### src/rtl/cntx_pkg.sv
package cntx_pkg;

  localparam logic [3:0] CMD_TX_RESET  = 4'd1;
  localparam logic [3:0] CMD_ERR_CLEAR = 4'd2;
  localparam logic [3:0] CMD_RDY_CLEAR = 4'd3;

  localparam int BYTES_PER_WORD = 4;

  typedef enum logic [1:0] {
    SER_IDLE  = 2'd0,
    SER_START = 2'd1,
    SER_DATA  = 2'd2,
    SER_STOP  = 2'd3
  } ser_state_t;

  // Characters a word carries when 'left' characters are still owed.
  function automatic logic [2:0] chars_in_word(input logic [15:0] left);
    if (left >= 16'(BYTES_PER_WORD)) return 3'(BYTES_PER_WORD);
    return left[2:0];
  endfunction

  // Byte 'idx' of a packed word, byte 0 in the low bits.
  function automatic logic [7:0] pick_byte(input logic [31:0] word,
                                           input logic [1:0]  idx);
    return word[8*idx +: 8];
  endfunction

endpackage

### src/rtl/cntx_word_fifo.sv
module cntx_word_fifo #(
  parameter int DEPTH  = 4,
  parameter int DATA_W = 32,
  localparam int AW    = (DEPTH > 1) ? $clog2(DEPTH) : 1,
  localparam int LVL_W = $clog2(DEPTH + 1)
) (
  input  logic              clk,
  input  logic              rst_n,
  input  logic              flush,
  input  logic              push,
  input  logic [DATA_W-1:0] din,
  input  logic              pop,
  output logic [DATA_W-1:0] dout,
  output logic [LVL_W-1:0]  level,
  output logic              full,
  output logic              empty
);

  logic [DATA_W-1:0] mem [DEPTH];
  logic [AW-1:0]     wr_ptr, rd_ptr;
  logic              push_fire, pop_fire;

  function automatic logic [AW-1:0] ptr_next(input logic [AW-1:0] p);
    if (p == AW'(DEPTH - 1)) return '0;
    return p + 1'b1;
  endfunction

  assign full      = (level == LVL_W'(DEPTH));
  assign empty     = (level == '0);
  assign push_fire = push && !full;
  assign pop_fire  = pop && !empty;
  assign dout      = mem[rd_ptr];

  always_ff @(posedge clk or negedge rst_n) begin
    if (!rst_n) begin
      wr_ptr <= '0;
      rd_ptr <= '0;
      level  <= '0;
    end else if (flush) begin
      wr_ptr <= '0;
      rd_ptr <= '0;
      level  <= '0;
    end else begin
      if (push_fire) wr_ptr <= ptr_next(wr_ptr);
      if (pop_fire)  rd_ptr <= ptr_next(rd_ptr);
      if (push_fire && !pop_fire)      level <= level + 1'b1;
      else if (pop_fire && !push_fire) level <= level - 1'b1;
    end
  end

  always_ff @(posedge clk) begin
    if (push_fire) mem[wr_ptr] <= din;
  end

  // a push into a full FIFO with no pop leaves the level untouched
  assert_no_overflow_R5: assert property (@(posedge clk) disable iff (!rst_n)
    (full && push && !pop && !flush) |=> (level == LVL_W'(DEPTH)));

  assert_level_bound_R5: assert property (@(posedge clk) disable iff (!rst_n)
    level <= LVL_W'(DEPTH));

endmodule

### src/rtl/cntx_unpacker.sv
module cntx_unpacker
  import cntx_pkg::*;
#(
  parameter int CNT_W = 16
) (
  input  logic             clk,
  input  logic             rst_n,
  input  logic             flush,
  input  logic             cnt_load,
  input  logic [CNT_W-1:0] cnt_val,
  input  logic             word_wr,
  input  logic             fifo_full,
  input  logic             fifo_empty,
  input  logic [31:0]      fifo_dout,
  output logic             push,
  output logic             overflow,
  output logic             pop,
  output logic             final_pop,
  output logic             char_vld,
  output logic [7:0]       char_data,
  input  logic             char_rdy,
  output logic             hold_busy,
  output logic             acc_zero
);

  logic [CNT_W-1:0] acc_left;   // characters still to be accepted as words
  logic [CNT_W-1:0] snd_left;   // characters still to be taken from FIFO
  logic [31:0]      hold_word;
  logic [2:0]       hold_n;
  logic [1:0]       bidx;
  logic             hold_vld;
  logic             accept;
  logic             char_fire;
  logic             last_in_word;
  logic [2:0]       acc_take, snd_take;

  assign acc_take     = chars_in_word(16'(acc_left));
  assign snd_take     = chars_in_word(16'(snd_left));
  assign acc_zero     = (acc_left == '0);
  assign accept       = word_wr && !acc_zero;
  assign push         = accept && !fifo_full;
  assign overflow     = accept && fifo_full;
  assign pop          = !hold_vld && !fifo_empty && (snd_left != '0);
  assign final_pop    = pop && (snd_left <= CNT_W'(BYTES_PER_WORD));
  assign char_vld     = hold_vld;
  assign char_data    = pick_byte(hold_word, bidx);
  assign char_fire    = hold_vld && char_rdy;
  assign last_in_word = ({1'b0, bidx} + 3'd1) == hold_n;
  assign hold_busy    = hold_vld;

  always_ff @(posedge clk or negedge rst_n) begin
    if (!rst_n) begin
      acc_left <= '0;
      snd_left <= '0;
    end else if (flush) begin
      acc_left <= '0;
      snd_left <= '0;
    end else if (cnt_load) begin
      acc_left <= cnt_val;
      snd_left <= cnt_val;
    end else begin
      if (push) acc_left <= acc_left - CNT_W'(acc_take);
      if (pop)  snd_left <= snd_left - CNT_W'(snd_take);
    end
  end

  always_ff @(posedge clk or negedge rst_n) begin
    if (!rst_n) begin
      hold_vld  <= 1'b0;
      hold_word <= '0;
      hold_n    <= '0;
      bidx      <= '0;
    end else if (flush) begin
      hold_vld <= 1'b0;
      bidx     <= '0;
    end else if (pop) begin
      hold_vld  <= 1'b1;
      hold_word <= fifo_dout;
      hold_n    <= snd_take;
      bidx      <= '0;
    end else if (char_fire) begin
      if (last_in_word) begin
        hold_vld <= 1'b0;
        bidx     <= '0;
      end else begin
        bidx <= bidx + 1'b1;
      end
    end
  end

  // a held word never claims more than four characters nor zero
  assert_hold_count_R2: assert property (@(posedge clk) disable iff (!rst_n)
    hold_vld |-> (hold_n != 3'd0 && hold_n <= 3'd4));

  // byte index stays inside the counted part of the word
  assert_byte_index_R2: assert property (@(posedge clk) disable iff (!rst_n)
    hold_vld |-> ({1'b0, bidx} < hold_n));

endmodule

### src/rtl/cntx_serializer.sv
module cntx_serializer
  import cntx_pkg::*;
#(
  parameter int OVERSAMPLE = 16,
  parameter int DATA_BITS  = 8,
  localparam int TC_W      = $clog2(OVERSAMPLE),
  localparam int BI_W      = $clog2(DATA_BITS)
) (
  input  logic                 clk,
  input  logic                 rst_n,
  input  logic                 abort,
  input  logic                 tick,
  input  logic                 ld_vld,
  input  logic [DATA_BITS-1:0] ld_data,
  output logic                 ld_rdy,
  output logic                 idle,
  output logic                 txd
);

  ser_state_t           state;
  logic [TC_W-1:0]      tcnt;
  logic [BI_W-1:0]      bit_i;
  logic [DATA_BITS-1:0] shreg;
  logic                 bit_end;
  logic                 ld_fire;

  assign bit_end = tick && (tcnt == TC_W'(OVERSAMPLE - 1));
  assign idle    = (state == SER_IDLE);
  assign ld_rdy  = idle;
  assign ld_fire = ld_vld && idle;

  always_comb begin
    unique case (state)
      SER_START: txd = 1'b0;
      SER_DATA:  txd = shreg[0];
      default:   txd = 1'b1;
    endcase
  end

  always_ff @(posedge clk or negedge rst_n) begin
    if (!rst_n) begin
      state <= SER_IDLE;
      tcnt  <= '0;
      bit_i <= '0;
      shreg <= '0;
    end else if (abort) begin
      state <= SER_IDLE;
      tcnt  <= '0;
      bit_i <= '0;
    end else begin
      unique case (state)
        SER_IDLE: begin
          if (ld_vld) begin
            shreg <= ld_data;
            state <= SER_START;
            tcnt  <= '0;
            bit_i <= '0;
          end
        end
        SER_START: begin
          if (tick) tcnt <= tcnt + 1'b1;
          if (bit_end) state <= SER_DATA;
        end
        SER_DATA: begin
          if (tick) tcnt <= tcnt + 1'b1;
          if (bit_end) begin
            shreg <= shreg >> 1;
            if (bit_i == BI_W'(DATA_BITS - 1)) state <= SER_STOP;
            else bit_i <= bit_i + 1'b1;
          end
        end
        default: begin
          if (tick) tcnt <= tcnt + 1'b1;
          if (bit_end) state <= SER_IDLE;
        end
      endcase
    end
  end

  // a loaded character starts with a low start bit on the next cycle
  assert_start_bit_R1: assert property (@(posedge clk) disable iff (!rst_n)
    (ld_fire && !abort) |=> !txd);

  // after the last data bit the line carries a high stop bit
  assert_stop_bit_R1: assert property (@(posedge clk) disable iff (!rst_n)
    (state == SER_DATA && bit_end && bit_i == BI_W'(DATA_BITS - 1) && !abort) |=> txd);

endmodule

### src/rtl/cntx_uart_tx.sv
module cntx_uart_tx
  import cntx_pkg::*;
#(
  parameter int CNT_W      = 16,
  parameter int DEPTH      = 4,
  parameter int OVERSAMPLE = 16,
  localparam int LVL_W     = $clog2(DEPTH + 1)
) (
  input  logic             clk,
  input  logic             rst_n,
  input  logic             baud_tick,
  input  logic             wr_word_valid,
  input  logic [31:0]      wr_word,
  input  logic             cnt_wr,
  input  logic [CNT_W-1:0] cnt_val,
  input  logic             cmd_valid,
  input  logic [3:0]       cmd_code,
  input  logic             wm_wr,
  input  logic [LVL_W-1:0] wm_val,
  output logic             txd,
  output logic             fifo_has_space,
  output logic             tx_empty,
  output logic             tx_err,
  output logic             irq_tx_ready,
  output logic             irq_watermark,
  output logic [LVL_W-1:0] fifo_level
);

  // named internal events
  logic        cmd_reset, cmd_err_clr, cmd_rdy_clr;
  logic        cnt_load, cnt_reject;
  logic        fifo_push, fifo_pop, fifo_full, fifo_empty;
  logic [31:0] fifo_dout;
  logic        overflow, final_pop;
  logic        char_vld, char_rdy;
  logic [7:0]  char_data;
  logic        hold_busy, acc_zero, ser_idle;
  logic [LVL_W-1:0] wm_reg;

  assign cmd_reset   = cmd_valid && (cmd_code == CMD_TX_RESET);
  assign cmd_err_clr = cmd_valid && (cmd_code == CMD_ERR_CLEAR);
  assign cmd_rdy_clr = cmd_valid && (cmd_code == CMD_RDY_CLEAR);

  assign tx_empty       = fifo_empty && !hold_busy && ser_idle;
  assign cnt_load       = cnt_wr && tx_empty && !cmd_reset;
  assign cnt_reject     = cnt_wr && !tx_empty && !cmd_reset;
  assign fifo_has_space = !fifo_full;
  assign irq_watermark  = (fifo_level <= wm_reg);

  cntx_word_fifo #(.DEPTH(DEPTH), .DATA_W(32)) u_fifo (
    .clk   (clk),
    .rst_n (rst_n),
    .flush (cmd_reset),
    .push  (fifo_push),
    .din   (wr_word),
    .pop   (fifo_pop),
    .dout  (fifo_dout),
    .level (fifo_level),
    .full  (fifo_full),
    .empty (fifo_empty)
  );

  cntx_unpacker #(.CNT_W(CNT_W)) u_unpack (
    .clk        (clk),
    .rst_n      (rst_n),
    .flush      (cmd_reset),
    .cnt_load   (cnt_load),
    .cnt_val    (cnt_val),
    .word_wr    (wr_word_valid && !cmd_reset),
    .fifo_full  (fifo_full),
    .fifo_empty (fifo_empty),
    .fifo_dout  (fifo_dout),
    .push       (fifo_push),
    .overflow   (overflow),
    .pop        (fifo_pop),
    .final_pop  (final_pop),
    .char_vld   (char_vld),
    .char_data  (char_data),
    .char_rdy   (char_rdy),
    .hold_busy  (hold_busy),
    .acc_zero   (acc_zero)
  );

  cntx_serializer #(.OVERSAMPLE(OVERSAMPLE), .DATA_BITS(8)) u_ser (
    .clk     (clk),
    .rst_n   (rst_n),
    .abort   (cmd_reset),
    .tick    (baud_tick),
    .ld_vld  (char_vld),
    .ld_data (char_data),
    .ld_rdy  (char_rdy),
    .idle    (ser_idle),
    .txd     (txd)
  );

  always_ff @(posedge clk or negedge rst_n) begin
    if (!rst_n) begin
      tx_err       <= 1'b0;
      irq_tx_ready <= 1'b0;
      wm_reg       <= '0;
    end else begin
      if (overflow || cnt_reject) tx_err <= 1'b1;
      else if (cmd_err_clr)       tx_err <= 1'b0;
      if (final_pop && !cmd_reset) irq_tx_ready <= 1'b1;
      else if (cmd_rdy_clr)        irq_tx_ready <= 1'b0;
      if (wm_wr) wm_reg <= wm_val;
    end
  end

  // an empty path keeps the line at idle high
  assert_idle_high_R6: assert property (@(posedge clk) disable iff (!rst_n)
    tx_empty |-> txd);

  // a count write while busy raises the error flag
  assert_count_reject_R3: assert property (@(posedge clk) disable iff (!rst_n)
    (cnt_wr && !tx_empty && !cmd_reset) |=> tx_err);

  // a word beyond the count leaves the FIFO level as it was
  assert_ignored_word_R4: assert property (@(posedge clk) disable iff (!rst_n)
    (wr_word_valid && acc_zero && !cnt_load && !fifo_pop && !cmd_reset)
      |=> (fifo_level == $past(fifo_level)));

  // reset-transmitter command returns the whole path to empty
  assert_flush_R9: assert property (@(posedge clk) disable iff (!rst_n)
    cmd_reset |=> (tx_empty && txd && fifo_level == '0));

  // a clear with no new completion drops the ready interrupt
  assert_rdy_clear_R7: assert property (@(posedge clk) disable iff (!rst_n)
    (cmd_rdy_clr && !final_pop) |=> !irq_tx_ready);

  // clear-error with no new error drops the flag
  assert_err_clear_R10: assert property (@(posedge clk) disable iff (!rst_n)
    (cmd_err_clr && !overflow && !cnt_reject) |=> !tx_err);

endmodule

### config.mk
export PLATFORM = sky130hd
export DESIGN_NAME = cntx_uart_tx
export DESIGN_NICKNAME = d
export VERILOG_FILES = /design/src/rtl/cntx_pkg.sv /design/src/rtl/cntx_word_fifo.sv /design/src/rtl/cntx_unpacker.sv /design/src/rtl/cntx_serializer.sv /design/src/rtl/cntx_uart_tx.sv
export SDC_FILE = /design/constraint.sdc
export NUM_CORES = 1
export LEC_CHECK = 0
export ABC_CLOCK_PERIOD_IN_PS = 2500
export BUFFER_PORTS_ARGS = -buffer_cell sky130_fd_sc_hd__buf_2
export CAP_MARGIN = 0
export CORE_ASPECT_RATIO = 1.5
export CORE_MARGIN = 1
export CORE_UTILIZATION = 45
export CTS_CLUSTER_SIZE = 40
export DETAILED_ROUTE_END_ITERATION = 8
export PLACE_DENSITY = 0.72
export SKIP_CTS_REPAIR_TIMING = 1
export SLEW_MARGIN = 5
export SYNTH_ARGS = -nofsm -noshare
export SYNTH_HDL_FRONTEND = slang
export SYNTH_SLANG_ARGS = --single-unit
### constraint.sdc
create_clock -name clk -period 2.5 [get_ports clk]
set_clock_uncertainty 0.1 [all_clocks]
set_input_delay 0.25 -clock clk [delete_from_list [all_inputs] [get_ports clk]]
set_output_delay 0.25 -clock clk [all_outputs]
set_load 0.02 [all_outputs]
== Word-level counts from Yosys, hierarchy flattened ==
Memory sizes are Yosys's and may differ from the RTL's. A register that Yosys moved wholly into a read port is not among the register bits.
Cells that the tools add are included.

* Flip-flop bits (word level): 67
* Latch bits: 0
* RAM bits: 128
* Memory bits (read-only): 0
* Input port bits: 62
* Output and inout bits: 9
* Logic and storage cells: 169
* Memories: 1

* $add $sub $neg: 10
* Multipliers: 0
* Div/mod/pow operators: 0
* $lt $le $gt $ge: 4
* Equal/unequal tests: 18
* Shift-type cells: 1
* Mux-type cells: 63
* Bitwise logic cells: 1
* Reductions and logical operators: 56

{| class="wikitable"
|+ Memories
! memory !! depth !! bits a word !! rd ports !! clocked after Yosys merged registers in !! write ports !! RTL line !! text
|-
| u_fifo.mem || 4 || 32 || 1 || 1 || 1 || cntx_word_fifo.sv:19 || <nowiki>logic [DATA_W-1:0] mem [DEPTH];</nowiki>
|}

{| class="wikitable"
|+ Operators with widths
! operator !! number
|-
| two-way mux 16 bit || 6
|-
| two-way mux 2 bit || 18
|-
| two-way mux 3 bit || 11
|-
| greater-or-equal comparator 16 x 3 -> 1 bit, second input constant || 2
|-
| variable part select 32 x 6 -> 8 bit || 1
|-
| subtractor 16 x 3 -> 16 bit || 2
|-
| nonzero test 3 bit || 8
|-
| logical AND 1 bit || 23
|-
| two-way mux 1 bit || 18
|-
| less-or-equal comparator 16 x 3 -> 1 bit, second input constant || 1
|-
| zero test 16 bit || 1
|-
| two-way mux 4 bit || 4
|-
| two-way mux 8 bit || 2
|-
| one-hot mux 8 bit (2 select lines) || 1
|-
| nonzero test 16 bit || 1
|-
| inequality test 3 x 2 -> 1 bit, second input constant || 4
|-
| nonzero test 2 bit || 5
|-
| zero test 1 bit || 9
|-
| equality test 4 x 2 -> 1 bit, second input constant || 2
|-
| AND reduction 4 bit || 2
|-
| adder 2 x 1 -> 2 bit, second input constant || 3
|-
| adder 3 x 1 -> 3 bit, second input constant || 2
|-
| equality test 2 bit, second input constant || 3
|-
| equality test 3 bit, second input constant || 2
|-
| 19 further kinds || 22
|}

== Longest topological paths before layout ==
Gate-level depths: netlist of the first run.

* Depth in word-level cells: 12
* Gate-level depth with buffers: 12
* Depth with buffers taken out: 10

== Modules after synthesis ==
Synthesis of the first run repeated with hierarchy kept, for this count alone.

* Cells, all modules: 759
* Area, all modules: 10775.3 um^2

{| class="wikitable"
|+ By module, submodules not included
! module !! instances !! cells each !! area each (um^2) !! sequential area each (um^2)
|-
| cntx_word_fifo || 1 || 230 || 5211.2 || 4018.9
|-
| cntx_unpacker || 1 || 370 || 4032.6 || 1751.7
|-
| cntx_serializer || 1 || 123 || 1174.9 || 425.4
|-
| cntx_uart_tx || 1 || 36 || 356.6 || 125.1
|}

== Worst setup path before layout of the first run ==
No wires, ideal clock.

* Kind: register to register
* Start point: reg u_fifo.level[0]
* End point: mem u_fifo.mem[0][0], enable pin
* Library setup time: 392 ps
* Arrival: 2256 ps
* Data required time: 2008 ps
* Slack: -248 ps
* Stages on the path, launching flop included: 6
* Path buffers: 1
* Period minus slack after synthesis: 2748 ps
* Cells stage by stage: dfrtp_1 -> inv_1 -> nand3_1 -> and3_1 -> clkbuf_1 -> and3_1

* Word-level cells in the longest chain between the ends: 6

{| class="wikitable"
|+ Ends and longest elaborated chain
! element !! RTL line !! text
|-
| from (decl) || cntx_word_fifo.sv:14 || <nowiki>output logic [LVL_W-1:0] level,</nowiki>
|-
| from (signal assigned) || cntx_word_fifo.sv:46 || <nowiki>if (push_fire && !pop_fire) level <= level + 1'b1;</nowiki>
|-
| from (signal assigned) || cntx_word_fifo.sv:47 || <nowiki>else if (pop_fire && !push_fire) level <= level - 1'b1;</nowiki>
|-
| equality test 3 bit * || cntx_word_fifo.sv:28 || <nowiki>assign full = (level == LVL_W'(DEPTH));</nowiki>
|-
| zero test 1 bit * || - ||
|-
| net fifo_has_space || cntx_uart_tx.sv:21 || <nowiki>output logic fifo_has_space,</nowiki>
|-
| logical AND 1 bit || cntx_unpacker.sv:41 || <nowiki>assign push = accept && !fifo_full;</nowiki>
|-
| logical AND 1 bit * || cntx_word_fifo.sv:30 || <nowiki>assign push_fire = push && !full;</nowiki>
|-
| two-way mux 1 bit * || cntx_word_fifo.sv:52 || <nowiki>if (push_fire) mem[wr_ptr] <= din;</nowiki>
|-
| two-way mux 1 bit (implied by the code) * || cntx_word_fifo.sv:52 ||
|-
| to (decl) || cntx_word_fifo.sv:19 ||
|}

Mark *: on every way through the listed nets, which the timed path passes. The rest lies on a longest branch.

== Worst setup path after layout of the first run ==
* Start point: reg u_unpack.acc_left[8]
* End point: mem u_fifo.mem[1][4], enable pin

* Word-level cells in the longest chain between the ends: 7

{| class="wikitable"
|+ Ends and longest elaborated chain
! element !! RTL line !! text
|-
| from (decl) || cntx_unpacker.sv:26 || <nowiki>logic [CNT_W-1:0] acc_left;</nowiki>
|-
| from (signal assigned) || cntx_unpacker.sv:59 || <nowiki>acc_left <= cnt_val;</nowiki>
|-
| from (signal assigned) || cntx_unpacker.sv:62 || <nowiki>if (push) acc_left <= acc_left - CNT_W'(acc_take);</nowiki>
|-
| zero test 16 bit || cntx_unpacker.sv:39 || <nowiki>assign acc_zero = (acc_left == '0);</nowiki>
|-
| zero test 1 bit || cntx_unpacker.sv:40 || <nowiki>assign accept = word_wr && !acc_zero;</nowiki>
|-
| logical AND 1 bit || cntx_unpacker.sv:40 ||
|-
| logical AND 1 bit || cntx_unpacker.sv:41 ||
|-
| logical AND 1 bit || cntx_word_fifo.sv:30 ||
|-
| two-way mux 1 bit || cntx_word_fifo.sv:52 ||
|-
| two-way mux 1 bit (implied by the code) || cntx_word_fifo.sv:52 ||
|}

No other way between the ends.

==> results of run 1 <==
cell usage in the layout (no fill, tap or decap), types with 11 or more instances in the layout:
cell type	count
buf_2	69
edfxtp_1	128
mux2i_1	11
nor3_1	25
dfrtp_1	98
mux4_2	40
nand2_1	143
nor2_1	35
nand3_1	12
a21oi_1	45
o21ai_0	44
buf_4	39
dlygate4sd3_1	48
inv_1	18
clkbuf_16	24
ha_1	18
path summary, 6_finish.rpt:
check / cells past startpoint / slack, ps / end
min reg2reg: 2 / 370 / u_unpack.hold_word[28]$_DFFE_PN0P_
max: 6 / 90 / u_fifo.mem[1][4]$_DFFE_PP_
max in group asynchronous: 3 / 1360 / wm_reg[2]$_DFFE_PN0P_
max reg2reg: 6 / 90 / u_fifo.mem[1][4]$_DFFE_PP_
min in group asynchronous: 2 / 170 / u_unpack.acc_left[11]$_DFFE_PN0P_
min: 4 / -9 / tx_err$_DFFE_PN0P_
critical path: cells and delay by family (launching register included):
family,cells,cell delay (ps)
flops,1,450
buf+inv,2,380
simple gates,4,1160
power by group through the flow:
stage / sequential, mW / clock (mW) / combinational, mW
after floorplan: 5.65 / 0 / 3.52
after global placement: 5.74 / 0 / 4.91
after detailed placement: 5.77 / 0 / 5.01
after CTS: 5.71 / 3.28 / 5.03
after global routing: 5.85 / 3.43 / 5.71
final: 5.75 / 3.21 / 5.12
layout make-up:
class / instances / area (sq um)
Multi-Input combinational cell: 493 / 3600
Sequential cell: 227 / 6320
Inverter: 18 / 67.6
Timing Repair Buffer: 166 / 1320
Fill cell: 1752 / 9450
Clock buffer: 32 / 651
Clock inverter: 10 / 56.3
Tap cell: 272 / 340
metrics by stage:
| stage | instance area, sq um | TNS [ps] | power [mW] | std cells |
|---|---|---|---|---|
| 2_1_floorplan | 10100 | -293 | 9.16 | 774 |
| 3_3_place_gp | 11100 | -6.12 | 10.6 | 1125 |
| 3_5_place_dp | 11100 | -20.2 | 10.8 | 1125 |
| 4_1_cts | 11800 | -29.0 | 14.0 | 1167 |
| 5_1_grt | 12400 | -7.42 | 15.0 | 1218 |
| 6_report | 12400 | 0 | 14.1 | 1218 |
routing by layer:
layer	up-vias	track usage	routed length, um	part of all wire
met2	168	0.353	11700	0.53
li1	3173	-	-	-
met3	52	0.0289	842	0.038
met5	-	0	0	0
met4	0	0.0781	764	0.035
met1	3378	0.232	8760	0.40
kinds of logic (layout without fill, tap and decap cells):
logic type,count (synthesis),after routing,synth area share
compound gates,133,133,0.0840
xor+xnor,15,15,0.0130
fa+ha+maj,19,19,0.0244
buf+inv,54,226,0.0217
flops,227,227,0.628
mux,53,53,0.103
other cells,1,2,0.000372
simple gates,271,271,0.126
==> metrics, run 1 <==
status=finished, violations left; violated checks=hold timing; Slew headroom=0.632; DRT Pass-1 Iters=4; Synth area leader=edfxtp_1; critical path peak fanout=32; FF-to-FF Start=u_unpack.acc_left[8]$_DFFE_PN0P_; HPWL Detailed=14.3 mm; drt wl/cell=18.2 um; sw power=4.84 mW; final hold viol count=3; Worst Path Arrival=2540 ps; Top Registers=u_fifo.mem x128, u_unpack.hold_word x32; Worst Setup Start Kind=register; DR DRC count=0; crit end category=register; top cells by count, synth=nand2_1, edfxtp_1, dfrtp_1; Most flops, register=u_fifo.mem; total core area=0.0218 sq mm; DIE AREA=0.0230 sq mm; Max IR drop VDD=673 uV; initial antenna violation count=0; synthesized instance count=773; CP Class=register to register; Power Internal=9.24 mW; Tot GR Track Use=0.197; Starting Density=0.462; CTS root buffer=clkbuf_16; Seq cells post-synth=227; WP data required=2630 ps; clock sink count=227; largest net degree at the start of global routing=39; HP Class=input pin to register; clk slew on worst S/H paths=60 ps; Sequential Power Share=0.409; register area share after synthesis=0.628; Ports=71; Final Wtd Congestion=0.873; Crit. Startpoint=u_unpack.acc_left[8]$_DFFE_PN0P_; Slowest-stage cell, CP=dfrtp_1; Cell Rows=66; worst-skew pair later-pin latency=510 ps; switch share=0.344; CTS Buf Count=23; Pwr per Cell Area=1140 mW/mm^2; hold_sp=cmd_code[1]; H-tree levels=1; clock power share=0.228; Max Clock Freq=415 MHz; Slew Limit Fails=0; Post-synth top flop=edfxtp_1; initial DRC count=473; most frequent cell after synthesis=nand2_1; clk buf depth=3; Die X=124 um; crit-path most repeated cell=and3_2; DR vias=6771; gr ovfl total=0; crit-path cells=nor4_4, nand4_1, buf_4, and3_2, and3_2, buf_12; P_leak=5.00 nW; Area Overhead vs Synth=22.7%; post-synthesis cell type count=60; CTS tree=built; final worst slack=92.1 ps; first-pass GRT wire length=34.4 mm; Fin Hold WS=-9.33 ps; Die Span Y=185 um; Syn. warnings=0; Final Util=0.567; port bufs=70; EDFF count, synth=128; NumNets Final=1010; mapped cell area=0.0101 sq mm; Synth top area share=0.382; slowest stage delay, CP=450 ps; Setup Slack @ Placement=-20.2 ps; # setup viols final=0; slew at the pin closest to its max-slew limit=550 ps; Max Cap Viol=0; share of post-route cells with drive strength above 1=0.235; vias per cell=5.56; fin crit share=0.963; fin crit period=2410 ps; ANT cells=0; final WL=22.1 mm; vias in the first global route=6679; Logic pwr share=0.364; Largest register FFs=128; top post-synthesis cells by area=edfxtp_1, dfrtp_1, mux4_2, nand2_1, a21oi_1; syn_area_per_cell=13.0 sq um; Routed Antenna Nets=0; Post-synth ARST share=0.436
Power figures use the tool's default switching activity.
==> inputs of run 2 (changes only) <==
- CORE_UTILIZATION: 45 -> 54
- PLACE_DENSITY: 0.72 -> 0.82
==> metrics, run 2 (synthesized netlist as in run 1, its figures left out) <==
Die Span Y=169 um; ANT cells=0; HP Class=input pin to register; clk slew on worst S/H paths=70 ps; Pwr Total=14.2 mW; Finished Cell Area=0.0123 sq mm; Max IR drop VDD=757 uV; Worst Setup Start Kind=register; CP Class=register to register; Top Registers=u_fifo.mem x128, u_unpack.hold_word x32; CTS tree=built; NumNets Final=1009; DRT Pass-1 Iters=5; Worst Path Arrival=2600 ps; initial DRC count=411; Max Clock Freq=405 MHz; critical path peak fanout=32; DR vias=6827; clock power share=0.230; DIE AREA=0.0192 sq mm; R2R Setup Slk=30 ps; slew at the pin closest to its max-slew limit=897 ps; first-pass GRT wire length=34.4 mm; # fillers=1241; H-tree levels=1; Starting Density=0.557; fin crit period=2470 ps; Most flops, register=u_fifo.mem; initial antenna violation count=0; most frequent cells in the layout=nand2_1, edfxtp_1, dfrtp_1; fin crit share=0.989; Routed Antenna Nets=0; Cell Rows=60; family with the most delay on the worst path=simple AND/OR/NAND/NOR gates; Slowest-stage cell, CP=dfrtp_1; WP data required=2630 ps; sw power=4.90 mW; clk buf depth=3; crit-path most repeated cell=buf_4; Logic pwr share=0.366; # setup viols final=0; Slew Limit Fails=0; Buf+Inv Stages, Crit Path=3; final WL=22.6 mm; Reg-to-Reg End=u_fifo.mem[3][12]$_DFFE_PP_; hold endpoint=u_ser.tcnt[2]$_DFFE_PN0P_; violated checks=hold timing; vias in the first global route=6820; total core area=0.0181 sq mm; CTS Buf Count=22; RSZ-0062 raised after global routing=true; depth of the most critical reg-to-reg path=7; Final Wtd Congestion=0.873; crit-path cells=nor4_2, buf_4, nand4_1, buf_4, and3_1, and3_2, buf_12; clock sink count=227; share of post-route cells with drive strength above 1=0.235; dpl cell area=0.0111 sq mm; Pwr per Cell Area=1160 mW/mm^2; drt wl/cell=19.0 um; worst-skew pair later-pin latency=500 ps; gr ovfl total=0; Die X=113 um; Slew headroom=0.401; slowest stage delay, CP=440 ps; Tot GR Track Use=0.232; Sequential Power Share=0.404; switch share=0.345; Area Overhead vs Synth=22.2%; commonest non-fill, non-tap cell in the layout=nand2_1; Max Cap Viol=0; status=finished, violations left; port bufs=70; DR DRC count=0; final hold viol count=3; hold_sp=baud_tick; P_leak=4.99 nW; largest net degree at the start of global routing=53; vias per cell=5.73; Power Internal=9.32 mW; FF-to-FF Start=u_unpack.acc_left[4]$_DFFE_PN0P_; CTS root buffer=clkbuf_16; Fin Hold WS=-28.6 ps; Largest register FFs=128; HPWL Detailed=14.6 mm; Hold Path Cell Cnt=3; Ports=71; crit end category=register
run 2: tightest hold or removal path: cells and delay by family:
family | cells | cell delay, ps
compound gates | 1 | 60
buf+inv | 1 | 140
simple gates | 1 | 80
run 2: area by class of cell:
class,count,area (sq um),share of cell area
clock buffers,26,587,0.0477
clock inverters,14,131,0.0107
inverters,18,67.6,0.00549
multi-input cells,493,3580,0.291
flip-flops and latches,227,6320,0.514
well taps,248,310,0.0252
repair buffers,166,1300,0.106
run 2: per-layer routing:
metal,track usage,wire [um],vias up
met5,0,0,-
met4,0.0967,766,0
met3,0.0282,873,58
met2,0.424,12200,189
met1,0.275,8780,3405
li1,-,-,3175
run 2: power by group through the flow:
stage,clock network [mW],registers [mW],logic [mW]
floorplan,0,5.65,3.52
global placement,0,5.70,4.94
detailed placement,0,5.77,5.10
CTS,3.31,5.71,5.16
global route,3.46,5.83,5.75
finish,3.28,5.74,5.21
run 2: worst max path at each step:
stage	from	end	slack, ps	cells after the start
2_1_floorplan	u_unpack.acc_left[4]$_DFFE_PN0P_	u_fifo.level[2]$_DFFE_PN0P_	-160	9
3_3_place_gp	u_unpack.acc_left[4]$_DFFE_PN0P_	u_fifo.mem[3][10]$_DFFE_PP_	80	7
3_5_place_dp	u_unpack.acc_left[4]$_DFFE_PN0P_	u_fifo.level[1]$_DFFE_PN0P_	-20	8
4_1_cts	u_unpack.acc_left[4]$_DFFE_PN0P_	u_fifo.level[1]$_DFFE_PN0P_	-50	8
5_1_grt	u_unpack.snd_left[6]$_DFFE_PN0P_	u_unpack.hold_word[6]$_DFFE_PN0P_	-80	9
6_report	u_unpack.acc_left[4]$_DFFE_PN0P_	u_fifo.mem[3][12]$_DFFE_PP_	30	7
run 2: metrics by stage:
| stage | utilization | setup slack (ps) | setup TNS, ps | instances |
|---|---|---|---|---|
| floorplan | - | -160 | -293 | 774 |
| global placement | 0.613 | 83.4 | 0 | 1105 |
| detailed placement | 0.613 | -19.1 | -19.1 | 1105 |
| CTS | 0.652 | -46.2 | -204 | 1145 |
| global route | 0.680 | -75.1 | -5550 | 1192 |
| finish | 0.680 | 27.9 | 0 | 1192 |
==> inputs of run 3 (changes only) <==
- CELL_PAD_IN_SITES_DETAIL_PLACEMENT: unset -> 0
- CELL_PAD_IN_SITES_GLOBAL_PLACEMENT: unset -> 1
- CORE_UTILIZATION: 54 -> 47
- CTS_BUF_LIST: unset -> sky130_fd_sc_hd__clkbuf_8
- PLACE_DENSITY: 0.82 -> 0.86
==> metrics, run 3 (synthesized netlist as in run 1, its figures left out) <==
worst-skew pair later-pin latency=530 ps; slew at the pin closest to its max-slew limit=676 ps; HP Class=input pin to register; dpl cell area=0.0111 sq mm; Pwr per Cell Area=1110 mW/mm^2; Area Overhead vs Synth=21.5%; vias per cell=5.47; met2 usage=0.351; family with the most delay on the worst path=simple AND/OR/NAND/NOR gates; # setup viols final=0; Starting Density=0.480; CP Class=register to register; Die Span Y=181 um; hold_sp=cnt_val[13]; share of post-route cells with drive strength above 1=0.244; met1 usage=0.244; CTS Buf Count=34; busiest grt layer=met2; total core area=0.0210 sq mm; NumNets Final=1024; CTS root buffer=clkbuf_8; FF-to-FF Start=u_unpack.acc_left[5]$_DFFE_PN0P_; RSZ-0062 raised after global routing=true; Slowest-stage cell, CP=and3_1; P_leak=4.99 nW; slowest stage delay, CP=430 ps; final WL=21.6 mm; HPWL Detailed=13.9 mm; DR DRC count=0; Final Util=0.583; crit end category=register; crit-path cells=nor4_1, buf_4, nand4_1, and3_1, and3_2, buf_12; Fin Hold WS=-2.51 ps; initial antenna violation count=0; critical path peak fanout=32; Ports=71; Cell Rows=65; Slew headroom=0.550; H-tree levels=2; Max IR drop VDD=626 uV; DIE AREA=0.0220 sq mm; initial DRC count=365; Die X=122 um; status=finished, violations left; Max Cap Viol=0; commonest non-fill, non-tap cell in the layout=nand2_1; ANT cells=0; most frequent cells in the layout=nand2_1, edfxtp_1, dfrtp_1; Worst Path Arrival=2540 ps; vias in the first global route=6615; DRT Pass-1 Iters=4; port bufs=70; Slew Limit Fails=0; Largest register FFs=128; Crit. Startpoint=u_unpack.acc_left[5]$_DFFE_PN0P_; met3 Usage GRT=0.0322; first-pass GRT wire length=34.1 mm; fin crit period=2380 ps; Worst Setup Start Kind=register; Top Registers=u_fifo.mem x128, u_unpack.hold_word x32; CTS tree=built; violated checks=hold timing; clock sink count=227; gr ovfl total=0; fin crit share=0.953; Routed Antenna Nets=0; largest net degree at the start of global routing=53; clk slew on worst S/H paths=60 ps; Max Clock Freq=420 MHz; Tot GR Track Use=0.202; clk buf depth=3; WP data required=2660 ps; Final Wtd Congestion=0.907; Buf+Inv Stages, Crit Path=2; final hold viol count=1; Finished Cell Area=0.0122 sq mm; DR vias=6734; Most flops, register=u_fifo.mem; Pwr Total=13.6 mW; drt wl/cell=17.6 um
-- run 3: power by group --
| group | internal, mW | total (mW) | leakage, nW | switching [mW] |
|---|---|---|---|---|
| Clock | 1.45 | 2.84 | 0.339 | 1.39 |
| Sequential | 5.07 | 5.73 | 2.42 | 0.660 |
| Combinational | 2.33 | 5.05 | 2.23 | 2.72 |
| Total | 8.86 | 13.6 | 4.99 | 4.77 |
-- run 3: worst reg2reg max path, cell delays in order, from the launching register on --
cell and delay [ps]:
dfrtp_1 410, nor4_1 260, buf_4 180, nand4_1 230, and3_1 430, and3_2 290
buf_12 180
-- run 3: area by class of cell --
class / count / area [sq um]
fill: 1687 / 8740
sequential: 227 / 6320
multi-input combinational: 493 / 3570
timing repair buffer: 169 / 1310
clock buffer: 40 / 551
tap: 268 / 335
clock inverter: 15 / 73.8
inverter: 18 / 67.6
-- run 3: worst paths after layout --
check                                                           to  slack [ps]  cells after the start
worst max-delay path                   u_fifo.mem[3][10]$_DFFE_PP_         120                      6
worst min-delay path             u_unpack.snd_left[13]$_DFFE_PN0P_          -3                      3
worst max register to register         u_fifo.mem[3][10]$_DFFE_PP_         120                      6
worst min register to register  u_unpack.hold_word[19]$_DFFE_PN0P_         370                      2
max in group asynchronous             u_fifo.rd_ptr[0]$_DFFE_PN0P_        1420                      3
min in group asynchronous       u_unpack.hold_word[29]$_DFFE_PN0P_          20                      2
-- run 3: per-stage QoR --
stage	TNS [ps]	setup slack, ps	std cells
after floorplan	-293	-160	774
after global placement	0	147	1121
after detailed placement	0	85.1	1121
after CTS	0	40.5	1176
after global routing	-76.5	-76.5	1230
final	0	117	1230
-- run 3: routing by layer --
| layer | vias up | routed length, um |
|---|---|---|
| met5 | - | 0 |
| met4 | 0 | 671 |
| met3 | 54 | 850 |
| met2 | 175 | 11400 |
| met1 | 3293 | 8660 |
| li1 | 3212 | - |
